### src/rtl/nvs_pkg.sv
// Package: command codes shared by the store sequencer modules.
// Assumes 4-bit command codes; codes not listed here are ignored.
package nvs_pkg;
    localparam logic [3:0] CMD_RECALL = 4'd1;
    localparam logic [3:0] CMD_SAVE   = 4'd2;
    localparam logic [3:0] CMD_STORE  = 4'd3;
    localparam logic [3:0] CMD_RELOAD = 4'd8;
    localparam logic [3:0] CMD_RDMEM  = 4'd9;
    localparam logic [3:0] CMD_RDLIVE = 4'd10;
endpackage

### src/rtl/nvs_timer.sv
// Busy timer: holds rdy_o low for dur_i cycles after a start pulse that is
// taken only while ready. Out of reset it runs a BOOT_CYC busy period.
// done_o marks the last busy cycle; effects are applied on that edge.
module nvs_timer #(
    parameter int CNT_W    = 8,
    parameter int BOOT_CYC = 12
) (
    input  logic             clk,
    input  logic             rst_n,
    input  logic             start_i,
    input  logic [CNT_W-1:0] dur_i,
    output logic             rdy_o,
    output logic             done_o
);
    logic [CNT_W-1:0] cnt_q;

    // Count down the busy window; a start while busy is not seen.
    always_ff @(posedge clk) begin
        if (!rst_n) begin
            cnt_q <= CNT_W'(BOOT_CYC - 1);
            rdy_o <= 1'b0;
        end else if (rdy_o && start_i) begin
            cnt_q <= dur_i - 1'b1;
            rdy_o <= 1'b0;
        end else if (!rdy_o) begin
            if (cnt_q == '0) rdy_o <= 1'b1;
            else             cnt_q <= cnt_q - 1'b1;
        end
    end

    // Last busy cycle.
    always_comb done_o = !rdy_o && (cnt_q == '0);

    // ready can only come back when the count has run out
    p_rdy_rise_at_zero_r7: assert property (@(posedge clk) disable iff (!rst_n)
        $rose(rdy_o) |-> $past(cnt_q) == '0);
    // a nonzero count keeps the flag low
    p_busy_holds_r7: assert property (@(posedge clk) disable iff (!rst_n)
        (!rdy_o && cnt_q != '0) |=> !rdy_o);
    // a start while busy never restarts the count
    p_no_restart_r8: assert property (@(posedge clk) disable iff (!rst_n)
        (!rdy_o && cnt_q != '0) |=> cnt_q == $past(cnt_q) - 1'b1);
endmodule

### src/rtl/nvs_array.sv
// Flop model of the byte store with one write port. Entries below N_WIPER
// come out of reset at midscale; all others at zero.
module nvs_array #(
    parameter int DATA_W  = 8,
    parameter int ADDR_W  = 4,
    parameter int N_WIPER = 4,
    localparam int DEPTH  = 1 << ADDR_W
) (
    input  logic                    clk,
    input  logic                    rst_n,
    input  logic                    we_i,
    input  logic [ADDR_W-1:0]       waddr_i,
    input  logic [DATA_W-1:0]       wdata_i,
    output logic [DEPTH*DATA_W-1:0] mem_o
);
    localparam logic [DATA_W-1:0] MID = DATA_W'(1) << (DATA_W - 1);

    for (genvar e = 0; e < DEPTH; e++) begin : g_ent
        localparam logic [DATA_W-1:0] RST_VAL = (e < N_WIPER) ? MID : '0;
        // Hold one entry; write when selected.
        always_ff @(posedge clk) begin
            if (!rst_n)
                mem_o[e*DATA_W +: DATA_W] <= RST_VAL;
            else if (we_i && waddr_i == ADDR_W'(e))
                mem_o[e*DATA_W +: DATA_W] <= wdata_i;
        end
    end

    // without a write strobe the store does not move
    p_store_hold_r9: assert property (@(posedge clk) disable iff (!rst_n)
        !we_i |=> $stable(mem_o));
endmodule

### src/rtl/nvs_live.sv
// Live wiper and digital-output registers, loaded from the store either
// all at once or one entry at a time. Entry N_WIPER feeds the outputs.
module nvs_live #(
    parameter int DATA_W  = 8,
    parameter int ADDR_W  = 4,
    parameter int N_WIPER = 4,
    parameter int N_OUT   = 2,
    localparam int DEPTH  = 1 << ADDR_W
) (
    input  logic                      clk,
    input  logic                      rst_n,
    input  logic                      ld_all_i,
    input  logic                      ld_one_i,
    input  logic [ADDR_W-1:0]         ld_idx_i,
    input  logic [DEPTH*DATA_W-1:0]   mem_i,
    output logic [N_WIPER*DATA_W-1:0] wiper_o,
    output logic [N_OUT-1:0]          dout_o
);
    for (genvar w = 0; w < N_WIPER; w++) begin : g_wip
        // Load one wiper from its store entry.
        always_ff @(posedge clk) begin
            if (!rst_n)
                wiper_o[w*DATA_W +: DATA_W] <= '0;
            else if (ld_all_i || (ld_one_i && ld_idx_i == ADDR_W'(w)))
                wiper_o[w*DATA_W +: DATA_W] <= mem_i[w*DATA_W +: DATA_W];
        end
    end

    // Load the latched outputs from the low bits of their entry.
    always_ff @(posedge clk) begin
        if (!rst_n)
            dout_o <= '0;
        else if (ld_all_i || (ld_one_i && ld_idx_i == ADDR_W'(N_WIPER)))
            dout_o <= mem_i[N_WIPER*DATA_W +: N_OUT];
    end

    // with no load strobe the live registers hold
    p_live_hold_r10: assert property (@(posedge clk) disable iff (!rst_n)
        (!ld_all_i && !ld_one_i) |=> ($stable(wiper_o) && $stable(dout_o)));
endmodule

### src/rtl/nv_store_seq.sv
// Top: decodes commands, latches the slow command, runs the busy timer and
// applies the store or live-register effect when the timer expires.
// Assumes exec_i is a single-cycle pulse; pulses while busy are dropped.
module nv_store_seq #(
    parameter int DATA_W     = 8,
    parameter int ADDR_W     = 4,
    parameter int N_WIPER    = 4,
    parameter int N_OUT      = 2,
    parameter int SAVE_CYC   = 40,
    parameter int RELOAD_CYC = 12,
    parameter int READ_CYC   = 6,
    localparam int DEPTH     = 1 << ADDR_W,
    localparam int MAX_CYC   = (SAVE_CYC > RELOAD_CYC) ?
                               ((SAVE_CYC > READ_CYC) ? SAVE_CYC : READ_CYC) :
                               ((RELOAD_CYC > READ_CYC) ? RELOAD_CYC : READ_CYC),
    localparam int CNT_W     = $clog2(MAX_CYC + 1)
) (
    input  logic                      clk,
    input  logic                      rst_n,
    input  logic                      exec_i,
    input  logic [3:0]                cmd_i,
    input  logic [ADDR_W-1:0]         addr_i,
    input  logic [DATA_W-1:0]         wdata_i,
    input  logic                      wp_n_i,
    output logic                      rdy_o,
    output logic [DATA_W-1:0]         rdata_o,
    output logic [N_WIPER*DATA_W-1:0] wiper_o,
    output logic [N_OUT-1:0]          dout_o
);
    import nvs_pkg::*;

    logic                    accept, is_slow, is_known, start, done;
    logic [CNT_W-1:0]        dur;
    logic [3:0]              op_q;
    logic [ADDR_W-1:0]       addr_q;
    logic [DATA_W-1:0]       data_q;
    logic                    wpn_q;
    logic [DEPTH*DATA_W-1:0] mem;
    logic [DATA_W-1:0]       mem_byte, live_byte, save_byte, wr_byte;
    logic                    we, ld_all, ld_one;

    // Decode the presented command and pick its busy time.
    always_comb begin
        accept   = exec_i && rdy_o;
        is_slow  = (cmd_i == CMD_SAVE) || (cmd_i == CMD_STORE) ||
                   (cmd_i == CMD_RELOAD) || (cmd_i == CMD_RDMEM) ||
                   (cmd_i == CMD_RDLIVE);
        is_known = is_slow || (cmd_i == CMD_RECALL);
        start    = accept && is_slow;
        if (cmd_i == CMD_SAVE || cmd_i == CMD_STORE) dur = CNT_W'(SAVE_CYC);
        else if (cmd_i == CMD_RELOAD)                dur = CNT_W'(RELOAD_CYC);
        else                                         dur = CNT_W'(READ_CYC);
    end

    // Select the store byte and the live byte at the presented address.
    always_comb begin
        mem_byte  = '0;
        live_byte = '0;
        for (int e = 0; e < DEPTH; e++)
            if (addr_i == ADDR_W'(e)) mem_byte = mem[e*DATA_W +: DATA_W];
        for (int w = 0; w < N_WIPER; w++)
            if (addr_i == ADDR_W'(w)) live_byte = wiper_o[w*DATA_W +: DATA_W];
        if (addr_i == ADDR_W'(N_WIPER)) live_byte = DATA_W'(dout_o);
    end

    // Select the live byte that a save at the latched address writes.
    always_comb begin
        save_byte = '0;
        for (int w = 0; w < N_WIPER; w++)
            if (addr_q == ADDR_W'(w)) save_byte = wiper_o[w*DATA_W +: DATA_W];
        if (addr_q == ADDR_W'(N_WIPER)) save_byte = DATA_W'(dout_o);
    end

    // Latch the slow command; reset leaves a reload pending for power-up.
    always_ff @(posedge clk) begin
        if (!rst_n) begin
            op_q   <= CMD_RELOAD;
            addr_q <= '0;
            data_q <= '0;
            wpn_q  <= 1'b1;
        end else if (start) begin
            op_q   <= cmd_i;
            addr_q <= addr_i;
            data_q <= wdata_i;
            wpn_q  <= wp_n_i;
        end
    end

    // Capture the readback byte when a read command is taken.
    always_ff @(posedge clk) begin
        if (!rst_n)
            rdata_o <= '0;
        else if (accept && cmd_i == CMD_RDMEM)
            rdata_o <= mem_byte;
        else if (accept && cmd_i == CMD_RDLIVE)
            rdata_o <= live_byte;
    end

    // Effects at completion (store, reload) or at accept (recall).
    always_comb begin
        we      = done && wpn_q &&
                  ((op_q == CMD_STORE) ||
                   (op_q == CMD_SAVE && addr_q <= ADDR_W'(N_WIPER)));
        wr_byte = (op_q == CMD_STORE) ? data_q : save_byte;
        ld_all  = done && (op_q == CMD_RELOAD);
        ld_one  = accept && (cmd_i == CMD_RECALL);
    end

    nvs_timer #(.CNT_W(CNT_W), .BOOT_CYC(RELOAD_CYC)) i_timer (
        .clk(clk), .rst_n(rst_n), .start_i(start), .dur_i(dur),
        .rdy_o(rdy_o), .done_o(done)
    );

    nvs_array #(.DATA_W(DATA_W), .ADDR_W(ADDR_W), .N_WIPER(N_WIPER)) i_array (
        .clk(clk), .rst_n(rst_n), .we_i(we), .waddr_i(addr_q),
        .wdata_i(wr_byte), .mem_o(mem)
    );

    nvs_live #(.DATA_W(DATA_W), .ADDR_W(ADDR_W), .N_WIPER(N_WIPER),
               .N_OUT(N_OUT)) i_live (
        .clk(clk), .rst_n(rst_n), .ld_all_i(ld_all), .ld_one_i(ld_one),
        .ld_idx_i(addr_i), .mem_i(mem), .wiper_o(wiper_o), .dout_o(dout_o)
    );

    // a recall never drops the ready flag
    p_recall_fast_r4: assert property (@(posedge clk) disable iff (!rst_n)
        (exec_i && rdy_o && cmd_i == CMD_RECALL) |=> rdy_o);
    // a pulse while busy leaves the latched command alone
    p_busy_ignore_r8: assert property (@(posedge clk) disable iff (!rst_n)
        (exec_i && !rdy_o) |=> ($stable(op_q) && $stable(addr_q) && $stable(data_q)));
    // a protected command never changes the store
    p_wp_hold_r9: assert property (@(posedge clk) disable iff (!rst_n)
        (!rdy_o && !wpn_q) |=> $stable(mem));
    // unknown codes keep ready and the live registers
    p_unknown_r10: assert property (@(posedge clk) disable iff (!rst_n)
        (exec_i && rdy_o && !is_known) |=> (rdy_o && $stable(wiper_o) && $stable(dout_o)));
    // a slow command drops ready on the next cycle
    p_slow_drops_r7: assert property (@(posedge clk) disable iff (!rst_n)
        (exec_i && rdy_o && is_slow) |=> !rdy_o);
endmodule

### config.mk
export PLATFORM = sky130hd
export DESIGN_NAME = nv_store_seq
export DESIGN_NICKNAME = d
export VERILOG_FILES = /design/src/rtl/nvs_pkg.sv /design/src/rtl/nvs_timer.sv /design/src/rtl/nvs_array.sv /design/src/rtl/nvs_live.sv /design/src/rtl/nv_store_seq.sv
export SDC_FILE = /design/constraint.sdc
export NUM_CORES = 1
export LEC_CHECK = 0
export BUFFER_PORTS_ARGS = -buffer_cell sky130_fd_sc_hd__buf_2
export CAP_MARGIN = 20
export CORE_UTILIZATION = 50
export CTS_CLUSTER_SIZE = 8
export DETAILED_ROUTE_END_ITERATION = 6
export GPL_TIMING_DRIVEN = 0
export PLACE_DENSITY = 0.74
export SYNTH_ARGS = -nofsm -noshare
export SYNTH_HDL_FRONTEND = slang
export SYNTH_HIERARCHICAL = 1
export SYNTH_SLANG_ARGS = --single-unit
### constraint.sdc
create_clock -name clk -period 2.8 [get_ports clk]
set_clock_uncertainty 0.05 [all_clocks]
set_input_delay 0 -clock clk [delete_from_list [all_inputs] [get_ports clk]]
set_output_delay 0 -clock clk [all_outputs]
set_load 0.02 [all_outputs]
# Word-level counts from Yosys, hierarchy flattened

Cells that the tools add are included.

Register bits after elaboration: 194
Bits in latches: 0
Memory bits (writable): 0
Bits in read-only memories: 0
Input port bits: 20
Output and inout bits: 43
Word-level logic and storage cells: 158
Memories kept: 0

Add/sub/neg operators: 2
$mul: 0
Div/mod/pow operators: 0
Order comparisons: 1
Equal/unequal tests: 41
Shift-type cells: 0
Mux-type cells: 36
Bitwise gates (word level): 1
Reductions and logical operators: 49

Operators by type and width:

| kind                                                                     | count |
|---|---|
| 8-bit 2-to-1 mux                                                         | 29 |
| 4-bit equality test (second input constant)                              | 20 |
| 4-bit by 2-bit equality test with 1-bit output (second input constant)   | 8 |
| 4-bit by 3-bit equality test with 1-bit output (second input constant)   | 8 |
| 1-bit logical AND                                                        | 32 |
| 6-bit 2-to-1 mux                                                         | 4 |
| 4-bit by 1-bit equality test with 1-bit output (second input constant)   | 3 |
| 6-bit by 1-bit subtractor with 6-bit output (second input constant)      | 2 |
| 1-bit logical OR                                                         | 10 |
| 4-bit logical NOT                                                        | 2 |
| 6-bit logical NOT                                                        | 1 |
| 4-bit by 3-bit <= comparator with 1-bit output (second input constant)   | 1 |
| 4-bit 2-to-1 mux                                                         | 1 |
| 1-bit 2-to-1 mux                                                         | 2 |
| 2-bit by 1-bit inequality test with 1-bit output (second input constant) | 1 |
| 2-bit inequality test (second input constant)                            | 1 |
| 2-bit AND reduction                                                      | 1 |
| 2-bit nonzero test                                                       | 1 |
| 2-bit OR reduction                                                       | 1 |
| 1-bit logical NOT                                                        | 1 |
| 1-bit inverter                                                           | 1 |

# Depth between registers and ports, before layout

Gate-level depths: netlist of run 1.

Depth after elaboration: 18
Gate-level depth with buffers: 15
Depth with buffers taken out: 12

# By module

Netlist of run 1, hierarchy kept.

By module, submodules not included:

| module       | times used | cells an instance | area an instance (µm²) | sequential area each (µm²) |
|---|---|---|---|---|
| nvs_array    | 1          | 446               | 4,663.2                | 2,562.5 |
| nv_store_seq | 1          | 413               | 3,325.7                | 500.5 |
| nvs_live     | 1          | 265               | 2,142.1                | 680.7 |
| nvs_timer    | 1          | 58                | 509.2                  | 140.1 |

# Least setup slack after synthesis of run 1

No wires, ideal clock.

Path type: reg2reg
From: reg i_timer.rdy_o
To: reg i_timer.cnt_q[4]
Setup time: 0.074 ns
Data arrival time: 2.760 ns
Data required time: 2.676 ns
Slack: -0.084 ns
Stages on the path, launching flop included: 15
Path buffers: 3
Period minus slack after synthesis: 2.884 ns
Cell sequence: dfxtp_1 -> nand4b_1 -> a21oi_4 -> a31oi_1 -> buf_4 -> buf_4 -> inv_1 -> and2_4 -> buf_6 -> mux2i_4 -> ha_1 -> nor3b_1 -> xor2_1 -> a21oi_1 -> o21ai_0

Cells in the longest elaborated chain, start to end: 5
Elaborated cells on any way between the ends: 7
Those cells by class: 2 x eq/ne; 1 x mux; 4 x reduce/logical

Ends and longest elaborated chain:

| what                                                                                                       | line               | text |
|---|---|---|
| start, declared                                                                                            | nvs_timer.sv:12    | `output logic rdy_o,` |
| start signal, assigned                                                                                     | nvs_timer.sv:21    | `rdy_o <= 1'b0;` |
| start signal, assigned                                                                                     | nvs_timer.sv:24    | `rdy_o <= 1'b0;` |
| start signal, assigned                                                                                     | nvs_timer.sv:26    | `if (cnt_q == '0) rdy_o <= 1'b1;` |
| 1-bit logical AND *                                                                                        | nv_store_seq.sv:44 | `accept = exec_i && rdy_o;` |
| 1-bit logical AND *                                                                                        | nv_store_seq.sv:49 | `start = accept && is_slow;` |
| named net start                                                                                            | nv_store_seq.sv:32 | `logic accept, is_slow, is_known, start, done;` |
| 1-bit logical AND *                                                                                        | nvs_timer.sv:22    | `end else if (rdy_o && start_i) begin` |
| 2-bit inequality test (no source line) or 2-bit by 1-bit inequality test with 1-bit output (tied branches) | n/a                |  |
| 2-bit AND reduction (no source line)                                                                       | n/a                |  |
| end signal, assigned                                                                                       | nvs_timer.sv:20    | `cnt_q <= CNT_W'(BOOT_CYC - 1);` |
| end signal, assigned                                                                                       | nvs_timer.sv:23    | `cnt_q <= dur_i - 1'b1;` |
| end signal, assigned                                                                                       | nvs_timer.sv:27    | `else cnt_q <= cnt_q - 1'b1;` |
| end, declared                                                                                              | nvs_timer.sv:15    | `logic [CNT_W-1:0] cnt_q;` |

Mark *: on every way through the listed nets, which the timed path passes. The rest lies on a longest branch.
A chain may end at the register's enable or synchronous reset.

# Worst setup path after layout of run 1

From: reg addr_q[0]
To: reg i_array.mem_o[62]

Cells in the longest elaborated chain, start to end: 7
Elaborated cells on any way between the ends: 17
Those cells by class: 1 x order compare; 5 x eq/ne; 6 x mux; 5 x reduce/logical

Ends and longest elaborated chain:

| what                           | line                | text |
|---|---|---|
| start, declared                | nv_store_seq.sv:35  | `logic [ADDR_W-1:0] addr_q;` |
| start signal, assigned         | nv_store_seq.sv:83  | `addr_q <= addr_i;` |
| 4-bit logical NOT              | nv_store_seq.sv:70  | `if (addr_q == ADDR_W'(w)) save_byte = wiper_o[w*DATA_W +: DATA_W];` |
| 8-bit 2-to-1 mux (4 in series) | nv_store_seq.sv:70  |  |
| 8-bit 2-to-1 mux *             | nv_store_seq.sv:71  | `if (addr_q == ADDR_W'(N_WIPER)) save_byte = DATA_W'(dout_o);` |
| 8-bit 2-to-1 mux *             | nv_store_seq.sv:104 | `wr_byte = (op_q == CMD_STORE) ? data_q : save_byte;` |
| named net wr_byte[6]           | nv_store_seq.sv:39  | `logic [DATA_W-1:0] mem_byte, live_byte, save_byte, wr_byte;` |
| end signal, assigned by index  | nvs_array.sv:25     | `mem_o[e*DATA_W +: DATA_W] <= wdata_i;` |
| end, declared                  | nvs_array.sv:14     | `output logic [DEPTH*DATA_W-1:0] mem_o` |

Marked as above.

==> metrics, run 1 <==
share of the synthesized area in the top cell type 0.365; Initial Util 0.508; most used flip-flop cell after synthesis dfxtp_1; P per Cell Area 457 nW/um^2; Skew-Pair Late Insertion Delay 0.45 ns; Hold Path Class input pin to flip-flop; Rows 53; Min Clock Period, post-route 2.73 ns; Cells after Synth 1182; clock sink total 194; Slew @ Worst Pin 0.783 ns; Wirelength per Cell 24.0 microns; CTS root buf clkbuf_16; Num CTS Buffers 17; flop-to-flop setup slack 0.07 ns; CP endpoint kind flip-flop; Lkg Pwr 4.74 nW; largest family of logic cells by synthesized area simple AND/OR/NAND/NOR gates; Crit path required time 3.06 ns; status complete, no violations; Tcrit/Tclk final 0.974; Area after DPL 11300 sq um; CP Cell Sequence buf_2 > mux4_2 > a22o_1 > nand2_1 > clkbuf_2 > mux2i_1; CTS tree done; post-synth design cell area 10600 sq um; vias in the first global route 9474; Startpoint Class flip-flop; Post-Route WL 37800 microns; total congestion overflow 0; Finished Cell Area 12200 sq um; DR WL met2 16500 microns; first-pass GRT wire length 57200 microns; Worst-path clk slew 0.07 ns; Netlist cell types 87; DR top layer met4; mean post-synth cell area 9.00 sq um; delay-heaviest family, CP buffers and inverters; setup TNS 0 ns; largest net degree at the start of global routing 20; Synth Area in Compound Gates 0.144; number of max-cap violations 0; YS warnings 6; Routed Antenna Nets 0; final hold viol count 0; EDFF count, synth 0; synth top area cells dfxtp_1, mux2i_1, nand2_1, nor2b_1, mux4_2; CP max stage delay 0.55 ns; die extent in y 148 microns; post-synthesis simple-gate area fraction 0.222; r2r startpoint addr_q[0]$_SDFFE_PN0P_; Total GRT Usage 0.347; Vias/cell 6.48; Seq cells post-synth 194; final net count 1310; TritonRoute pass-1 iters 5; RD Place Congestion 0.989; routed vias 10212; dpl cells 1523; ys async rst share 0; clk buf depth 2; Worst Hold Depth 3; total die area 21900 sq um; WL met3 4030 microns; M1 wire length 15500 microns; fraction of synthesized cell area in xor and xnor cells 0.000823; CP bufs+invs 2; Reg2Reg Depth 6; CP max FO 10; RSZ-0062 raised after global routing true; sequential element share of the synthesized area 0.365; initial antenna violation count 0; commonest cells in the netlist dfxtp_1, nand2_1, mux2i_1, nor2b_1, nand3_1; Min Hold Slack 0.0129 ns; adder-cell share of the synthesized area 0.00118; area leader, netlist dfxtp_1; Hold EP i_live/dout_o[0]$_SDFFE_PN0P_; VDD IR max 0.392 mV; multiplexer share of the synthesized area 0.204; Remaining DRCs 0; Slowest cell on crit path mux4_2; port bufs 62; Non-Filler Instances 1576; most common cell in the synthesized netlist dfxtp_1; Worst EP arrival 2.99 ns; die span in x 148 microns; Peak Freq 0.367 GHz; Core Box Area 21000 sq um; Starting DRT DRC Count 1044; number of setup violations in the final report 0; synthesis-to-layout area growth 14.3%; critical setup path kind flip-flop to flip-flop; dpl hpwl 27200 microns; worst hold start addr_i[2]; IO Count 63; Ant. Diodes 0; Reg-to-Reg End i_array/mem_o[62]$_SDFFE_PN0P_; max_slew headroom 0.473; max-slew violations 0; H-tree depth 4; ratio of cells with drive above 1 in the final layout 0.183
==> cells by family (layout without fill, tap and decap cells) <==
| logic type | count (synthesis) | in the layout |
|---|---|---|
| flops | 194 | 194 |
| xor+xnor | 1 | 1 |
| compound gates | 219 | 219 |
| simple gates | 447 | 447 |
| fa+ha+maj | 1 | 1 |
| buf+inv | 123 | 238 |
| mux | 196 | 196 |
| other cells | 1 | 5 |
==> power by group <==
| part | internal (mW) | leakage (nW) | switching, mW | total, mW |
|---|---|---|---|---|
| clock network | 1.18 | 0.265 | 1.15 | 2.33 |
| logic | 0.146 | 2.91 | 0.303 | 0.449 |
| registers | 2.76 | 1.56 | 0.0122 | 2.77 |
==> worst max path at each step <==
| stage | start | slack [ns] | depth (start not counted) | to |
|---|---|---|---|---|
| 6_report | addr_q[0]$_SDFFE_PN0P_ | 0.07 | 6 | i_array/mem_o[62]$_SDFFE_PN0P_ |
| 3_5_place_dp | addr_q[0]$_SDFFE_PN0P_ | -0.47 | 7 | i_array/mem_o[62]$_SDFFE_PN0P_ |
| 4_1_cts | addr_q[1]$_SDFFE_PN0P_ | -0.03 | 7 | i_array/mem_o[62]$_SDFFE_PN0P_ |
| 2_1_floorplan | i_timer/rdy_o$_SDFF_PP0_ | 0.04 | 14 | i_timer/cnt_q[4]$_SDFFE_PN0P_ |
| 3_3_place_gp | addr_q[0]$_SDFFE_PN0P_ | -0.42 | 7 | i_array/mem_o[63]$_SDFFE_PN0P_ |
| 5_1_grt | i_timer/rdy_o$_SDFF_PP0_ | -0.06 | 14 | i_timer/cnt_q[4]$_SDFFE_PN0P_ |
==> metrics by stage <==
| step | worst slack [ns] | util | power [mW] |
|---|---|---|---|
| 3_3_place_gp | -0.420 | 0.540 | 3.24 |
| 5_1_grt | -0.0635 | 0.581 | 5.71 |
| 2_1_floorplan | 0.0370 | - | 3.09 |
| 6_report | 0.0732 | 0.581 | 5.56 |
| 4_1_cts | -0.0346 | 0.575 | 5.55 |
| 3_5_place_dp | -0.473 | 0.540 | 3.25 |
==> placed cells by master (no fill, tap or decap), types with 6 or more instances in the layout <==
cell type and n:
a21oi_1 31, a22o_1 8, a22oi_1 7, a31oi_1 43
and3_1 31, buf_2 95, buf_4 16, buf_6 16
clkbuf_1 36, clkbuf_16 17, clkbuf_2 9, dfxtp_1 193
dlygate4sd3_1 14, inv_1 15, mux2_2 16, mux2i_1 163
mux4_2 14, nand2_1 176, nand2b_1 18, nand3_1 46
nand4_1 18, nand4b_1 9, nor2_1 21, nor2_4 6
nor2b_1 52, nor3_1 12, nor4bb_1 9, o211ai_1 21
o21ai_0 35, o311ai_1 15, or3_1 9
==> tightest hold or removal path: stages <==
cell	delay, ns
buf_2	0.13
and3b_2	0.22
o211ai_1	0.10
==> sequential cells by signal (all words and copies together) (netlist names) <==
name,cells
addr_q,4
i_live/wiper_o,32
i_timer/cnt_q,6
wpn_q,1
op_q,4
i_live/dout_o,2
i_timer/rdy_o,1
i_array/mem_o,128
rdata_o,8
data_q,8
==> area by class of cell <==
type	instances	area, sq um
clock buffer	19	443
timing repair buffer	84	523
inverter	16	60.1
clock inverter	12	96.3
fill	1917	8790
sequential	194	3890
tap	275	344
multi-input combinational	869	6190
buffer	107	619
==> metal layers <==
layer,vias up,GRT usage
met4,0,0.166
met3,129,0.0679
met5,-,0
met1,4873,0.462
li1,4534,-
met2,676,0.538
==> what timing repair did <==
item | in CTS | in global routing
gates resized for setup | 12 | 19
pin swaps | 1 | 2
buffers inserted | 3 | 5
cloned | 0 | 0
endpoints found under the hold margin | 17 | 0
hold buffers | 14 | 0
setup endpoints to repair | 130 | 106
(Power assumes the default switching activity.)
==> run 2: changes to the inputs <==
- HOLD_SLACK_MARGIN: unset -> 0.06
==> metrics, run 2 (synthesis gave the netlist of run 1 again) <==
CP max stage delay 0.56 ns; CP endpoint kind flip-flop; Vias/cell 6.49; Register Area 3890 sq um; die span in x 148 microns; Core Util, Final 0.581; Lkg Pwr 4.74 nW; max_slew headroom 0.455; final net count 1311; Multi-input gate area 6190 sq um; clock sink total 194; FILL cells 1916; number of max-cap violations 0; RD Place Congestion 0.989; Non-Filler Instances 1577; port bufs 62; clk buf depth 2; number of flip-flops under the largest register name 128; Slew @ Worst Pin 0.810 ns; Startpoint Class flip-flop; final hold viol count 0; largest net degree at the start of global routing 20; total congestion overflow 0; Peak Freq 0.366 GHz; Wirelength per Cell 24.0 microns; CTS root buf clkbuf_16; RSZ-0062 raised after global routing true; Ant. Diodes 0; Num CTS Buffers 17; status complete, no violations; Total GRT Usage 0.347; dpl hpwl 27200 microns; CTS tree done; Starting DRT DRC Count 1113; Hold Path Class input pin to flip-flop; number of setup violations in the final report 0; P per Cell Area 456 nW/um^2; Slowest cell on crit path mux4_2; most frequent cells in the layout dfxtp_1, nand2_1, mux2i_1; Core Box Area 21000 sq um; die extent in y 148 microns; total die area 21900 sq um; IO Count 63; Biggest register i_array/mem_o; Tcrit/Tclk final 0.975; Remaining DRCs 0; Initial Util 0.508; Crit path required time 3.06 ns; Largest regs i_array/mem_o (128), i_live/wiper_o (32); routed vias 10231; initial antenna violation count 0; critical setup path kind flip-flop to flip-flop; Worst-path clk slew 0.08 ns; most common cell after layout, fill and taps aside dfxtp_1; Post-Route WL 37800 microns; dpl cells 1523; TritonRoute pass-1 iters 5; VDD IR max 0.390 mV; synthesis-to-layout area growth 14.4%; ratio of cells with drive above 1 in the final layout 0.183; CP max FO 10; Skew-Pair Late Insertion Delay 0.44 ns; Routed Antenna Nets 0; vias in the first global route 9480; H-tree depth 4; Rows 53; max-slew violations 0; Min Clock Period, post-route 2.73 ns; CP Cell Sequence buf_2 > mux4_2 > a22o_1 > nand2_1 > clkbuf_2 > mux2i_1; first-pass GRT wire length 57200 microns; Worst EP arrival 2.99 ns
[run 2: changes by cell type in the layout (fill, tap and decap cells not counted), sizes merged]
cell / previous run / this run
dlygate4sd3: 14 / 15
[run 2: final timing paths]
check | start | endpoint | slack [ns] | depth (start not counted)
max | addr_q[0]$_SDFFE_PN0P_ | i_array/mem_o[62]$_SDFFE_PN0P_ | 0.07 | 6
min | cmd_i[1] | i_timer/cnt_q[5]$_SDFFE_PN0P_ | 0.08 | 4
max reg2reg | addr_q[0]$_SDFFE_PN0P_ | i_array/mem_o[62]$_SDFFE_PN0P_ | 0.07 | 6
min reg2reg | i_array/mem_o[94]$_SDFFE_PN0P_ | i_array/mem_o[94]$_SDFFE_PN0P_ | 0.40 | 2
[run 2: cell type report]
type | instances | area share
well taps | 275 | 0.0283
inverters | 16 | 0.00493
plain buffers | 107 | 0.0509
flip-flops and latches | 194 | 0.319
repair buffers | 85 | 0.0438
multi-input cells | 869 | 0.509
clock inverters | 12 | 0.00791
clock buffers | 19 | 0.0364
[run 2: repair_timing]
item | in CTS | in global routing
hold endpoints to repair | 25 | 0
endpoints found under the setup margin | 130 | 106
hold buffers | 15 | 0
setup buffers | 3 | 5
pin swaps | 1 | 2
gates resized for setup | 12 | 19
cloned | 0 | 0
[run 2: where the power goes]
part	internal (mW)	switching, mW
registers	2.76	0.0122
clock network	1.18	1.15
logic	0.147	0.303
total	4.09	1.47
[run 2: stage by stage]
stage               power (mW)  setup slack (ns)  hold slack, ns  area, sq um  TNS [ns]
CTS                       5.55           -0.0346          0.0749        12100    -0.384
detailed placement        3.25            -0.473           0.175        11300    -44.40
global route              5.71           -0.0635          0.0913        12200   -0.0635
floorplan                 3.09            0.0370          0.0593        10700         0
finish                    5.55            0.0697          0.0826        12200         0
global placement          3.24            -0.420           0.178        11300    -39.83
[run 2: worst max-delay path, delay by kind of cell, from the launching register on]
family,cells,cell delay (ns)
mux,2,0.70
flops,1,0.54
buf+inv,2,0.76
compound gates,1,0.20
simple gates,1,0.36
[run 2: routing by layer]
| metal | vias up | wire length, microns | track usage |
|---|---|---|---|
| li1 | 4539 | - | - |
| met4 | 0 | 1760 | 0.166 |
| met1 | 4945 | 15600 | 0.462 |
| met2 | 624 | 16800 | 0.538 |
| met5 | - | 0 | 0 |
| met3 | 123 | 3670 | 0.0679 |
==> run 3: changes to the inputs <==
- PLACE_DENSITY: 0.74 -> 0.67
==> metrics, run 3 (synthesis gave the netlist of run 1 again) <==
status complete, no violations; dpl cells 1523; die extent in y 148 microns; pre-CTS setup slack -0.583 ns; critical setup path kind flip-flop to flip-flop; TritonRoute pass-1 iters 6; total congestion overflow 0; Worst-path clk slew 0.08 ns; Routed Antenna Nets 0; Worst EP arrival 3.03 ns; vias in the first global route 9397; P per Cell Area 469 nW/um^2; VDD IR max 0.355 mV; die span in x 148 microns; total die area 21900 sq um; CTS root buf clkbuf_16; initial antenna violation count 0; Post-Route WL 37900 microns; Ant. Diodes 0; setup TNS 0 ns; most common cell after layout, fill and taps aside dfxtp_1; RD Place Congestion 0.990; CP endpoint kind flip-flop; Peak Freq 0.369 GHz; Startpoint Class flip-flop; Rows 53; Starting DRT DRC Count 1213; port bufs 62; clk buf depth 2; final hold viol count 0; Crit path required time 3.12 ns; Hold Path Class input pin to flip-flop; Wirelength per Cell 24.1 microns; Min Clock Period, post-route 2.71 ns; largest net degree at the start of global routing 20; max_slew headroom 0.313; flop-to-flop setup slack 0.09 ns; FILL cells 1957; Tot Pwr 5.71 mW; Lkg Pwr 4.75 nW; Non-Filler Instances 1575; number of setup violations in the final report 0; setup slack after layout 0.0905 ns; Slew @ Worst Pin 1.02 ns; max-slew violations 0; Remaining DRCs 0; CP max FO 12; number of flip-flops under the largest register name 128; first-pass GRT wire length 56600 microns; RSZ-0062 raised after global routing true; clock sink total 194; Largest regs i_array/mem_o (128), i_live/wiper_o (32); Biggest register i_array/mem_o; Skew-Pair Late Insertion Delay 0.45 ns; IO Count 63; most frequent cells in the layout dfxtp_1, nand2_1, mux2i_1; Total GRT Usage 0.347; Initial Util 0.508; Tcrit/Tclk final 0.968; H-tree depth 4; routed vias 10114; dpl hpwl 27400 microns; number of max-cap violations 0; Core Box Area 21000 sq um; Num CTS Buffers 17; CTS tree done; synthesis-to-layout area growth 14.3%; final net count 1308; Vias/cell 6.42; ratio of cells with drive above 1 in the final layout 0.183
run 3: worst paths after layout:
path                                        from                        endpoint  depth (start not counted)
setup / recovery          addr_q[1]$_SDFFE_PN0P_  i_array/mem_o[87]$_SDFFE_PN0P_                          7
hold / removal                          cmd_i[1]   i_timer/cnt_q[5]$_SDFFE_PN0P_                          4
setup reg to reg          addr_q[1]$_SDFFE_PN0P_  i_array/mem_o[87]$_SDFFE_PN0P_                          7
hold reg to reg   i_array/mem_o[68]$_SDFFE_PN0P_  i_array/mem_o[68]$_SDFFE_PN0P_                          2
run 3: critical path, cell delays in order (launching register included):
cell,delay [ns]
dfxtp_1,0.47
buf_2,0.29
o21ai_0,0.18
a21oi_1,0.12
nor4b_4,0.43
nand3b_1,0.26
nor2_2,0.58
mux2i_1,0.26
run 3: metal layers:
layer  up-vias  routed length, microns  share of wire  global-route usage
met5         -                       0              0                   0
met4         0                    1780          0.047               0.170
met3       119                    3610          0.095              0.0636
met2       623                   16800           0.44               0.540
met1      4848                   15800           0.42               0.462
li1       4524                       -              -                   -
run 3: what timing repair did:
item | 4_1_cts | 5_1_grt
endpoints found under the setup margin | 130 | 34
endpoints found under the hold margin | 27 | 0
gates resized for setup | 17 | 9
setup buffers | 5 | 0
pin swaps | 2 | 1
hold buffers | 15 | 0
run 3: power breakdown:
part,internal [mW],switching (mW)
logic,0.145,0.296
clock network,1.32,1.17
registers,2.76,0.0105
total,4.23,1.48
run 3: layout make-up:
| class | count | area [sq um] | area share |
|---|---|---|---|
| inverter | 16 | 60.1 | 0.00494 |
| clock inverter | 12 | 119 | 0.00977 |
| sequential | 194 | 3890 | 0.320 |
| buffer | 107 | 619 | 0.0509 |
| clock buffer | 20 | 467 | 0.0384 |
| timing repair buffer | 82 | 498 | 0.0409 |
| multi-input combinational | 869 | 6170 | 0.507 |
| tap | 275 | 344 | 0.0283 |
run 3: per-stage QoR:
stage	utilization	cell area [sq um]	hold WS [ns]
after floorplan	-	10700	0.0593
after global placement	0.540	11300	0.193
after detailed placement	0.540	11300	0.188
after CTS	0.579	12100	0.0623
after global routing	0.580	12200	0.0848
final	0.580	12200	0.0843
